$ cat config.mk
export PLATFORM = sky130hd
export DESIGN_NAME = sebr_burst_reader
export DESIGN_NICKNAME = d
export VERILOG_FILES = /design/src/rtl/sebr_pkg.sv /design/src/rtl/sebr_sk_gen.sv /design/src/rtl/sebr_frame_seq.sv /design/src/rtl/sebr_rx_shift.sv /design/src/rtl/sebr_burst_reader.sv
export SDC_FILE = /design/constraint.sdc
export NUM_CORES = 1
export LEC_CHECK = 0
export ABC_AREA = 1
export BUFFER_PORTS_ARGS = -buffer_cell sky130_fd_sc_hd__buf_4
export CAP_MARGIN = 20
export CORE_MARGIN = 2
export CORE_UTILIZATION = 46
export CTS_CLUSTER_SIZE = 28
export DETAILED_ROUTE_END_ITERATION = 10
export GPL_TIMING_DRIVEN = 0
export HOLD_SLACK_MARGIN = 0.12
export PLACE_DENSITY = 0.74
export SLEW_MARGIN = 20
export SYNTH_ARGS = -nofsm -noshare
export SYNTH_HDL_FRONTEND = slang
export SYNTH_HIERARCHICAL = 1
export SYNTH_SLANG_ARGS = --single-unit
$ cat constraint.sdc
create_clock -name clk -period 4.1 [get_ports clk]
set_input_delay 0.41 -clock clk [delete_from_list [all_inputs] [get_ports clk]]
set_output_delay 0.41 -clock clk [all_outputs]
set_load 0.02 [all_outputs]
$ cat src/rtl/sebr_pkg.sv
package sebr_pkg;

   // Which part of a command frame the serial clock period belongs to.
   typedef enum logic [2:0] {
      SL_IDLE,
      SL_SETUP,
      SL_CMD,
      SL_ADDR,
      SL_READ,
      SL_TAIL
   } slot_e;

   // Start bit plus read opcode, stored so that bit 0 is sent first: 1,1,0.
   localparam int PRE_LEN = 3;
   localparam logic [PRE_LEN-1:0] PRE_SEND_LSB_FIRST = 3'b011;

endpackage

$ cat src/rtl/sebr_sk_gen.sv
// Serial clock divider. A bit period is a low phase followed by a high phase.
module sebr_sk_gen #(
   parameter int HI_CYC = 75,
   parameter int LO_CYC = 25
) (
   input  logic clk,
   input  logic rst_n,
   input  logic run_i,
   output logic sk_o,
   output logic slot_end_o
);

   generate
      if (HI_CYC == 1 && LO_CYC == 1) begin : g_toggle
         logic sk_q;
         always_ff @(posedge clk or negedge rst_n) begin
            if (!rst_n)      sk_q <= 1'b0;
            else if (!run_i) sk_q <= 1'b0;
            else             sk_q <= ~sk_q;
         end
         assign sk_o       = sk_q;
         assign slot_end_o = run_i && sk_q;
      end else begin : g_count
         localparam int MAXC = (HI_CYC > LO_CYC) ? HI_CYC : LO_CYC;
         localparam int CW   = $clog2(MAXC + 1);
         localparam logic [CW-1:0] HI_LAST = CW'(HI_CYC - 1);
         localparam logic [CW-1:0] LO_LAST = CW'(LO_CYC - 1);
         logic          ph_q;
         logic [CW-1:0] cnt_q;
         always_ff @(posedge clk or negedge rst_n) begin
            if (!rst_n) begin
               ph_q  <= 1'b0;
               cnt_q <= '0;
            end else if (!run_i) begin
               ph_q  <= 1'b0;
               cnt_q <= '0;
            end else if (!ph_q) begin
               if (cnt_q == LO_LAST) begin
                  ph_q  <= 1'b1;
                  cnt_q <= '0;
               end else begin
                  cnt_q <= cnt_q + 1'b1;
               end
            end else begin
               if (cnt_q == HI_LAST) begin
                  ph_q  <= 1'b0;
                  cnt_q <= '0;
               end else begin
                  cnt_q <= cnt_q + 1'b1;
               end
            end
         end
         assign sk_o       = ph_q;
         assign slot_end_o = run_i && ph_q && (cnt_q == HI_LAST);
      end
   endgenerate

endmodule

$ cat src/rtl/sebr_frame_seq.sv
// Steps through the bit periods of one read frame and drives CS and DI.
module sebr_frame_seq
   import sebr_pkg::*;
#(
   parameter int ADDR_W = 8,
   parameter int DATA_W = 16
) (
   input  logic              clk,
   input  logic              rst_n,
   input  logic              start_i,
   input  logic              more_i,
   input  logic              slot_end_i,
   input  logic [ADDR_W-1:0] addr_i,
   output logic              run_o,
   output logic              cs_o,
   output logic              di_o,
   output logic              sample_o,
   output logic              last_sample_o,
   output logic              frame_end_o
);

   localparam int RD_BITS = DATA_W + 1;
   localparam int BC_W    = $clog2(RD_BITS + ADDR_W + PRE_LEN + 1);
   localparam logic [BC_W-1:0] PRE_LAST  = BC_W'(PRE_LEN - 1);
   localparam logic [BC_W-1:0] ADDR_LAST = BC_W'(ADDR_W - 1);
   localparam logic [BC_W-1:0] RD_LAST   = BC_W'(RD_BITS - 1);

   slot_e           kind_q, kind_n;
   logic [BC_W-1:0] bcnt_q, bcnt_n;
   logic            cs_q, di_q, cs_n, di_n;
   logic [PRE_LEN-1:0] pre_sh;
   logic [ADDR_W-1:0]  addr_sh;

   always_comb begin
      kind_n = kind_q;
      bcnt_n = bcnt_q;
      unique case (kind_q)
         SL_IDLE: begin
            if (start_i) begin
               kind_n = SL_SETUP;
               bcnt_n = '0;
            end
         end
         SL_SETUP: begin
            if (slot_end_i) begin
               kind_n = SL_CMD;
               bcnt_n = '0;
            end
         end
         SL_CMD: begin
            if (slot_end_i) begin
               if (bcnt_q == PRE_LAST) begin
                  kind_n = SL_ADDR;
                  bcnt_n = '0;
               end else begin
                  bcnt_n = bcnt_q + 1'b1;
               end
            end
         end
         SL_ADDR: begin
            if (slot_end_i) begin
               if (bcnt_q == ADDR_LAST) begin
                  kind_n = SL_READ;
                  bcnt_n = '0;
               end else begin
                  bcnt_n = bcnt_q + 1'b1;
               end
            end
         end
         SL_READ: begin
            if (slot_end_i) begin
               if (bcnt_q == RD_LAST) begin
                  kind_n = SL_TAIL;
                  bcnt_n = '0;
               end else begin
                  bcnt_n = bcnt_q + 1'b1;
               end
            end
         end
         SL_TAIL: begin
            if (slot_end_i) begin
               kind_n = more_i ? SL_SETUP : SL_IDLE;
               bcnt_n = '0;
            end
         end
         default: begin
            kind_n = SL_IDLE;
            bcnt_n = '0;
         end
      endcase
   end

   // Output bit for the period about to begin; registered so that it moves
   // together with the falling serial clock.
   always_comb begin
      pre_sh  = PRE_SEND_LSB_FIRST >> bcnt_n;
      addr_sh = addr_i >> (ADDR_LAST - bcnt_n);
      cs_n    = (kind_n == SL_SETUP) || (kind_n == SL_CMD) ||
                (kind_n == SL_ADDR)  || (kind_n == SL_READ);
      unique case (kind_n)
         SL_CMD:  di_n = pre_sh[0];
         SL_ADDR: di_n = addr_sh[0];
         default: di_n = 1'b0;
      endcase
   end

   always_ff @(posedge clk or negedge rst_n) begin
      if (!rst_n) begin
         kind_q <= SL_IDLE;
         bcnt_q <= '0;
         cs_q   <= 1'b0;
         di_q   <= 1'b0;
      end else begin
         kind_q <= kind_n;
         bcnt_q <= bcnt_n;
         cs_q   <= cs_n;
         di_q   <= di_n;
      end
   end

   assign run_o         = (kind_q != SL_IDLE);
   assign cs_o          = cs_q;
   assign di_o          = di_q;
   assign sample_o      = slot_end_i && (kind_q == SL_READ);
   assign last_sample_o = sample_o && (bcnt_q == RD_LAST);
   assign frame_end_o   = slot_end_i && (kind_q == SL_TAIL);

endmodule

$ cat src/rtl/sebr_rx_shift.sv
// Receive shifter. It holds W-1 bits, so the leading zero of a 17-bit read
// falls off the top and the next-value output carries the full data word.
module sebr_rx_shift #(
   parameter int W = 16
) (
   input  logic         clk,
   input  logic         rst_n,
   input  logic         shift_i,
   input  logic         bit_i,
   output logic [W-1:0] word_nxt_o
);

   logic [W-2:0] sr_q;

   assign word_nxt_o = {sr_q, bit_i};

   always_ff @(posedge clk or negedge rst_n) begin
      if (!rst_n)       sr_q <= '0;
      else if (shift_i) sr_q <= word_nxt_o[W-2:0];
   end

endmodule

$ cat src/rtl/sebr_burst_reader.sv
// Burst reader: one read frame per word, consecutive addresses.
module sebr_burst_reader
   import sebr_pkg::*;
#(
   parameter int ADDR_W        = 8,
   parameter int DATA_W        = 16,
   parameter int CLK_PERIOD_NS = 10,
   parameter int HI_CYC        = 75,
   parameter int LO_CYC        = 25,
   localparam int CNT_W        = ADDR_W + 1
) (
   input  logic              clk,
   input  logic              rst_n,
   input  logic              req_i,
   input  logic [ADDR_W-1:0] start_addr_i,
   input  logic [CNT_W-1:0]  word_cnt_i,
   output logic              busy_o,
   output logic              done_o,
   output logic              word_valid_o,
   output logic [CNT_W-1:0]  word_idx_o,
   output logic [DATA_W-1:0] word_data_o,
   output logic              ee_cs_o,
   output logic              ee_sk_o,
   output logic              ee_di_o,
   input  logic              ee_do_i
);

   logic              run_q, done_q, wv_q;
   logic [ADDR_W-1:0] addr_q;
   logic [CNT_W-1:0]  idx_q, rem_q, widx_q;
   logic [DATA_W-1:0] data_q;

   logic req_ok, cnt_zero, seq_start, seq_run, slot_end;
   logic sample, last_sample, frame_end;
   logic [DATA_W-1:0] rx_word;

   assign req_ok    = req_i && !run_q;
   assign cnt_zero  = (word_cnt_i == '0);
   assign seq_start = req_ok && !cnt_zero;

   sebr_sk_gen #(
      .HI_CYC (HI_CYC),
      .LO_CYC (LO_CYC)
   ) u_sk (
      .clk        (clk),
      .rst_n      (rst_n),
      .run_i      (seq_run),
      .sk_o       (ee_sk_o),
      .slot_end_o (slot_end)
   );

   sebr_frame_seq #(
      .ADDR_W (ADDR_W),
      .DATA_W (DATA_W)
   ) u_seq (
      .clk           (clk),
      .rst_n         (rst_n),
      .start_i       (seq_start),
      .more_i        (rem_q != '0),
      .slot_end_i    (slot_end),
      .addr_i        (addr_q),
      .run_o         (seq_run),
      .cs_o          (ee_cs_o),
      .di_o          (ee_di_o),
      .sample_o      (sample),
      .last_sample_o (last_sample),
      .frame_end_o   (frame_end)
   );

   sebr_rx_shift #(
      .W (DATA_W)
   ) u_rx (
      .clk        (clk),
      .rst_n      (rst_n),
      .shift_i    (sample),
      .bit_i      (ee_do_i),
      .word_nxt_o (rx_word)
   );

   always_ff @(posedge clk or negedge rst_n) begin
      if (!rst_n) begin
         run_q  <= 1'b0;
         done_q <= 1'b0;
         wv_q   <= 1'b0;
         addr_q <= '0;
         idx_q  <= '0;
         rem_q  <= '0;
         widx_q <= '0;
         data_q <= '0;
      end else begin
         done_q <= 1'b0;
         wv_q   <= 1'b0;
         if (req_ok) begin
            if (cnt_zero) begin
               done_q <= 1'b1;
            end else begin
               run_q  <= 1'b1;
               addr_q <= start_addr_i;
               idx_q  <= '0;
               rem_q  <= word_cnt_i - 1'b1;
            end
         end
         if (frame_end) begin
            if (rem_q == '0) begin
               run_q  <= 1'b0;
               done_q <= 1'b1;
            end else begin
               rem_q  <= rem_q - 1'b1;
               addr_q <= addr_q + 1'b1;
               idx_q  <= idx_q + 1'b1;
            end
         end
         if (last_sample) begin
            wv_q   <= 1'b1;
            data_q <= rx_word;
            widx_q <= idx_q;
         end
      end
   end

   assign busy_o       = run_q;
   assign done_o       = done_q;
   assign word_valid_o = wv_q;
   assign word_idx_o   = widx_q;
   assign word_data_o  = data_q;

endmodule

# --- After elaboration in Yosys (flattened, before gate mapping) ---
# Index checks and enable logic that the tools add are counted.
word_totals:
  regBits: 87
  output_inout_bits: 31
classes:
  add_sub_neg: 7
  n_eq_ne: 14
  shift: 2
  muxes: 50
  reduce_logical: 18
ops:
  columns: ["op", "count"]
  rows:
  - ["9-bit two-way mux", 8]
  - ["5-bit two-way mux", 8]
  - ["8-bit two-way mux", 4]
  - ["7-bit two-way mux", 4]
  - ["3-bit two-way mux", 9]
  - ["5-bit case mux with 5 select lines", 1]
  - ["9-bit zero test", 2]
  - ["3-bit case mux with 6 select lines", 1]
  - ["9-bit by 1-bit subtractor with 9-bit output, second input constant", 2]
  - ["1-bit two-way mux", 14]
  - ["3-bit by 2-bit == test with 1-bit output, second input constant", 4]
  - ["9-bit by 1-bit adder with 9-bit output, second input constant", 1]
  - ["3-bit == test, second input constant", 3]
  - ["9-bit nonzero test", 1]
  - ["8-bit by 1-bit adder with 8-bit output, second input constant", 1]
  - ["8-bit by 5-bit >> shifter with 1-bit output", 1]
  - ["7-bit by 1-bit adder with 7-bit output, second input constant", 1]
  - ["7-bit by 5-bit == test with 1-bit output, second input constant", 1]
  - ["7-bit == test, second input constant", 1]
  - ["1-bit logical AND", 7]
  - ["3-bit by 1-bit == test with 1-bit output, second input constant", 2]
  - ["5-bit by 1-bit adder with 5-bit output, second input constant", 1]
  - ["5-bit by 2-bit == test with 1-bit output, second input constant", 1]
  - ["5-bit by 3-bit == test with 1-bit output, second input constant", 1]
  - ["other kinds (9)", 12]

# --- Logic depth before layout (Yosys ltp) ---
logic_depth:
  ltp_word: 9
  ltp_mapped: 19

# --- Modules after synthesis ---
# Netlist, hierarchy kept.
by_module_without_submodules:
  columns: ["module", "n_inst", "cells_each", "area_each_um2"]
  rows:
  - ["sebr_burst_reader", 1, 354, 2946.6]
  - ["sebr_frame_seq", 1, 147, 903.4]
  - ["sebr_rx_shift", 1, 65, 628.1]
  - ["sebr_sk_gen", 1, 56, 450.4]

# --- Worst setup path after synthesis ---
# OpenSTA, ideal clock, no wires.
synth_path:
  kind: "reg-to-reg"
  start: "reg u_sk.g_count.cnt_q[0]"
  end: "reg idx_q[5]"
  setup_ps: 65
  arrival_time_ps: 2145
  path_slack_ps: 1890
  stages_incl_launch_ff: 14
  path_buffers: 2
  synth_period_minus_slack_ps: 2210
  path_cell_list: "dfrtp_1 > inv_1 > ha_1 > nand2_1 > nor2_1 > nand3_2 > nor2_1 > buf_4 > nand2_1 > nor2_1 > clkbuf_1 > nand3_1 > or2_1 > nand2_1"
synth_via:
  elab_chain_len: 4
synth_rtl:
  columns: ["item", "line", "text"]
  rows:
  - ["start, declared", "sebr_sk_gen.sv:29", "logic [CW-1:0] cnt_q;"]
  - ["start signal, assigned", "sebr_sk_gen.sv:42", "cnt_q <= cnt_q + 1'b1;"]
  - ["start signal, assigned", "sebr_sk_gen.sv:49", "cnt_q <= cnt_q + 1'b1;"]
  - ["7-bit == test", "sebr_sk_gen.sv:54", "assign slot_end_o = run_i && ph_q && (cnt_q == HI_LAST);"]
  - ["1-bit logical AND", "sebr_sk_gen.sv:54", null]
  - ["via slot_end", "sebr_burst_reader.sv:33", "logic req_ok, cnt_zero, seq_start, seq_run, slot_end;"]
  - ["1-bit logical AND", "sebr_frame_seq.sv:126", "assign frame_end_o = slot_end_i && (kind_q == SL_TAIL);"]
  - ["via frame_end", "sebr_burst_reader.sv:34", "logic sample, last_sample, frame_end;"]
  - ["9-bit two-way mux", "sebr_burst_reader.sv:103", "if (frame_end) begin"]
  - ["end signal, assigned", "sebr_burst_reader.sv:110", "idx_q <= idx_q + 1'b1;"]
  - ["end, declared", "sebr_burst_reader.sv:30", "logic [CNT_W-1:0] idx_q, rem_q, widx_q;"]
# The timed path passes the listed nets, and every way through them passes these cells.
# A chain may end at the register's enable or synchronous reset.

# --- Worst setup path in the final report ---
# Ends and elaborated chain as after synthesis.

==> impl_metrics.env <==
export IMPL_dieHeight_um=108
export IMPL_cts_buffers=9
export IMPL_fin_area_mm2=0.00568
export IMPL_place_congestion=0.880
export IMPL_dp_hpwl_mm=7.66
export IMPL_cts_resized=0
export IMPL_avgSynthCellArea_um2=7.92
export IMPL_io_pins=52
export IMPL_ys_seq_area_share_pct=44.2
export IMPL_crit_start="u_sk/g_count.cnt_q[0]"
export IMPL_cp_required_ns=4.42
export IMPL_clock_path_buffers=2
export IMPL_power_density_mw_per_mm2=332
export IMPL_status="completed"
export IMPL_critPathMaxFanout=10
export IMPL_clock_sinks=87
export IMPL_insertion_delay_ns=0.37
export IMPL_cts_root_buffer="clkbuf_8"
export IMPL_die_x_um=108
export IMPL_grt_setup_unrepaired="false"
export IMPL_dieArea_mm2=0.0116
export IMPL_fin_crit_ns=2.59
export IMPL_tightest_slew_ns=0.792
export IMPL_num_rows=37
export IMPL_antenna_cells=0
export IMPL_drt_iter0_drc=207
export IMPL_grt_pass1_vias=3985
export IMPL_grtUsageTotal_pct=19.8
export IMPL_post_dp_cell_area_mm2=0.00548
export IMPL_fmax_mhz=386
export IMPL_final_cell_mix="nand2_1, dfrtp_1, inv_1, nor2_1, buf_4"
export IMPL_ys_types=41
export IMPL_hp_class="in2async"
export IMPL_post_cts_setup_buffers=0
export IMPL_synthToLayoutAreaGrowth_pct=15.3
export IMPL_ir_drop_uv=209
export IMPL_final_common_cell="nand2_1"
export IMPL_dp_cells=809
export IMPL_syn_num_nets=653
export IMPL_htree_num_levels=3
export IMPL_ff2ff_path_depth=13
export IMPL_core_mm2=0.0104
export IMPL_grt_pass1_wl_mm=18.3
export IMPL_ant_nets=0
export IMPL_tritoncts="built"
export IMPL_drive_gt1_share_pct=22.4
export IMPL_min_period_over_period_pct=63.2
export IMPL_grt_max_degree=88
export IMPL_final_util_pct=54.8
export IMPL_synth_top_cell_by_area="dfrtp_1"
export IMPL_fin_cells=825
export IMPL_drcViolationCount=0
export IMPL_tns_ns=0
export IMPL_synthCells=622
export IMPL_worstReg2RegStart="u_sk/g_count.cnt_q[0]"
export IMPL_vias_per_cell=4.98
export IMPL_setup_viol=0
export IMPL_rrSetupSlack_ns=1.51
export IMPL_final_hold_viol_count=0
export IMPL_hold_slack_ns=0.0771
export IMPL_max_slew_margin_pct=47.2
export IMPL_wl_mm=10.5
export IMPL_syn_area_mm2=0.00493
export IMPL_drv_cap=0
export IMPL_synthTopCellsByArea="dfrtp_1, nand2_1, inv_1"
export IMPL_vias=4107
export IMPL_ys_seq_elements=87
export IMPL_fillerInstances=986
export IMPL_maxSlewViolCount=0
export IMPL_crit_end="idx_q[5]"
export IMPL_antenna_found_initial=0
export IMPL_portBuffers=51
export IMPL_first_pass_iters=5
export IMPL_r2r_end="idx_q[5]"
export IMPL_synth_warnings=6
export IMPL_grt_overflow=0
export IMPL_start_kind="flip-flop"
export IMPL_worstSetupEndpointType="flip-flop"
export IMPL_nNetsFinal=715
export IMPL_synth_top_area_share_pct=44.2
export IMPL_p_leak_nw=3.05
export IMPL_initial_utilization_pct=47.5
export IMPL_post_drt_wl_per_cell_um=12.7
export IMPL_crit_arrival_ns=2.91
export IMPL_worstSetupPathType="reg2reg"
export IMPL_clkTransAtPathRegs_ns=0.10
export IMPL_ctsHoldBuffers=0
export IMPL_skew_ns=0.0125
[worst min path at each step]
stage / endpoint / start / cells after the start
2_1_floorplan: addr_q[0] / rst_n / 0
3_3_place_gp: u_rx/sr_q[14] / u_rx/sr_q[14] / 2
3_5_place_dp: u_rx/sr_q[14] / u_rx/sr_q[14] / 2
4_1_cts: u_rx/sr_q[0] / ee_do_i / 3
5_1_grt: u_rx/sr_q[3] / rst_n / 1
6_report: u_sk/g_count.cnt_q[6] / rst_n / 1
[where the power goes]
part | leakage (nW) | switching, mW | internal [mW]
Clock | 0.0970 | 0.360 | 0.239
Combinational | 1.82 | 0.170 | 0.117
Sequential | 1.13 | 0.0781 | 0.920
[registers in the layout (all words and copies together) (netlist names), 3 cells and up]
| signal | cells |
|---|---|
| rem_q | 9 |
| u_seq/kind_q | 3 |
| idx_q | 9 |
| addr_q | 8 |
| word_idx_o | 9 |
| u_seq/bcnt_q | 5 |
| word_data_o | 16 |
| u_sk/g_count.cnt_q | 7 |
| u_rx/sr_q | 15 |
[metrics by stage]
stage / worst slack (ns) / power (mW)
finish: 1.51 / 1.88
global route: 1.15 / 2.01
CTS: 1.50 / 1.91
detailed placement: 1.52 / 1.30
global placement: 1.57 / 1.28
floorplan: 1.89 / 1.21
[area by class of cell]
cell class,count,area (um2),area share (%)
multi-input combinational,435,2290,40.3
tap,136,170,2.99
buffer,17,145,2.55
clock inverter,7,72.6,1.28
clock buffer,9,124,2.18
inverter,83,319,5.62
timing repair buffer,51,387,6.80
sequential,87,2180,38.3
[worst max-delay path: stages, from the launching register on]
cell and delay, ns:
dfrtp_1 0.42, inv_1 0.09, ha_1 0.15, nand2_1 0.04
nor2_1 0.11, nand3_2 0.11, nor2_1 0.17, buf_4 0.20
nand2_1 0.08, nor2_1 0.33, clkbuf_1 0.40, nand3_1 0.16
or2_1 0.23, nand2_1 0.06
[synth_stat cells, drive strengths merged]
cell type,n
a21boi,1
a21oi,12
a31oi,2
buf,16
clkbuf,1
clkinv,1
dfrtp,87
ha,10
inv,82
mux2,21
nand2,187
nand3,61
nand3b,2
nand4,12
nor2,83
nor3,6
o211ai,1
o21a,1
o21ai,19
o221ai,1
o31ai,1
or2,3
xnor2,5
xor2,7
[per-layer routing]
layer / routed length (um) / share of wire, % / global-route usage (%) / up-vias
li1: - / - / - / 2078
met5: 0 / 0 / 0 / -
met2: 5230 / 50 / 33.6 / 95
met1: 4640 / 44 / 25.3 / 1920
met4: 193 / 1.8 / 5.95 / 0
met3: 423 / 4.0 / 4.18 / 14
[kinds of logic (layout without fill, tap and decap cells)]
| group | after synthesis | after routing | share of synthesized area [%] |
|---|---|---|---|
| multiplexers | 21 | 21 | 4.80 |
| AND/OR/NAND/NOR | 354 | 354 | 32.6 |
| AO/OA/AOI/OAI | 38 | 38 | 4.34 |
| buffers and inverters | 100 | 167 | 9.42 |
| adder cells (fa/ha/maj) | 10 | 10 | 2.54 |
| flip-flops | 87 | 87 | 44.2 |
| XOR/XNOR | 12 | 12 | 2.13 |
(Power assumes the default switching activity.)
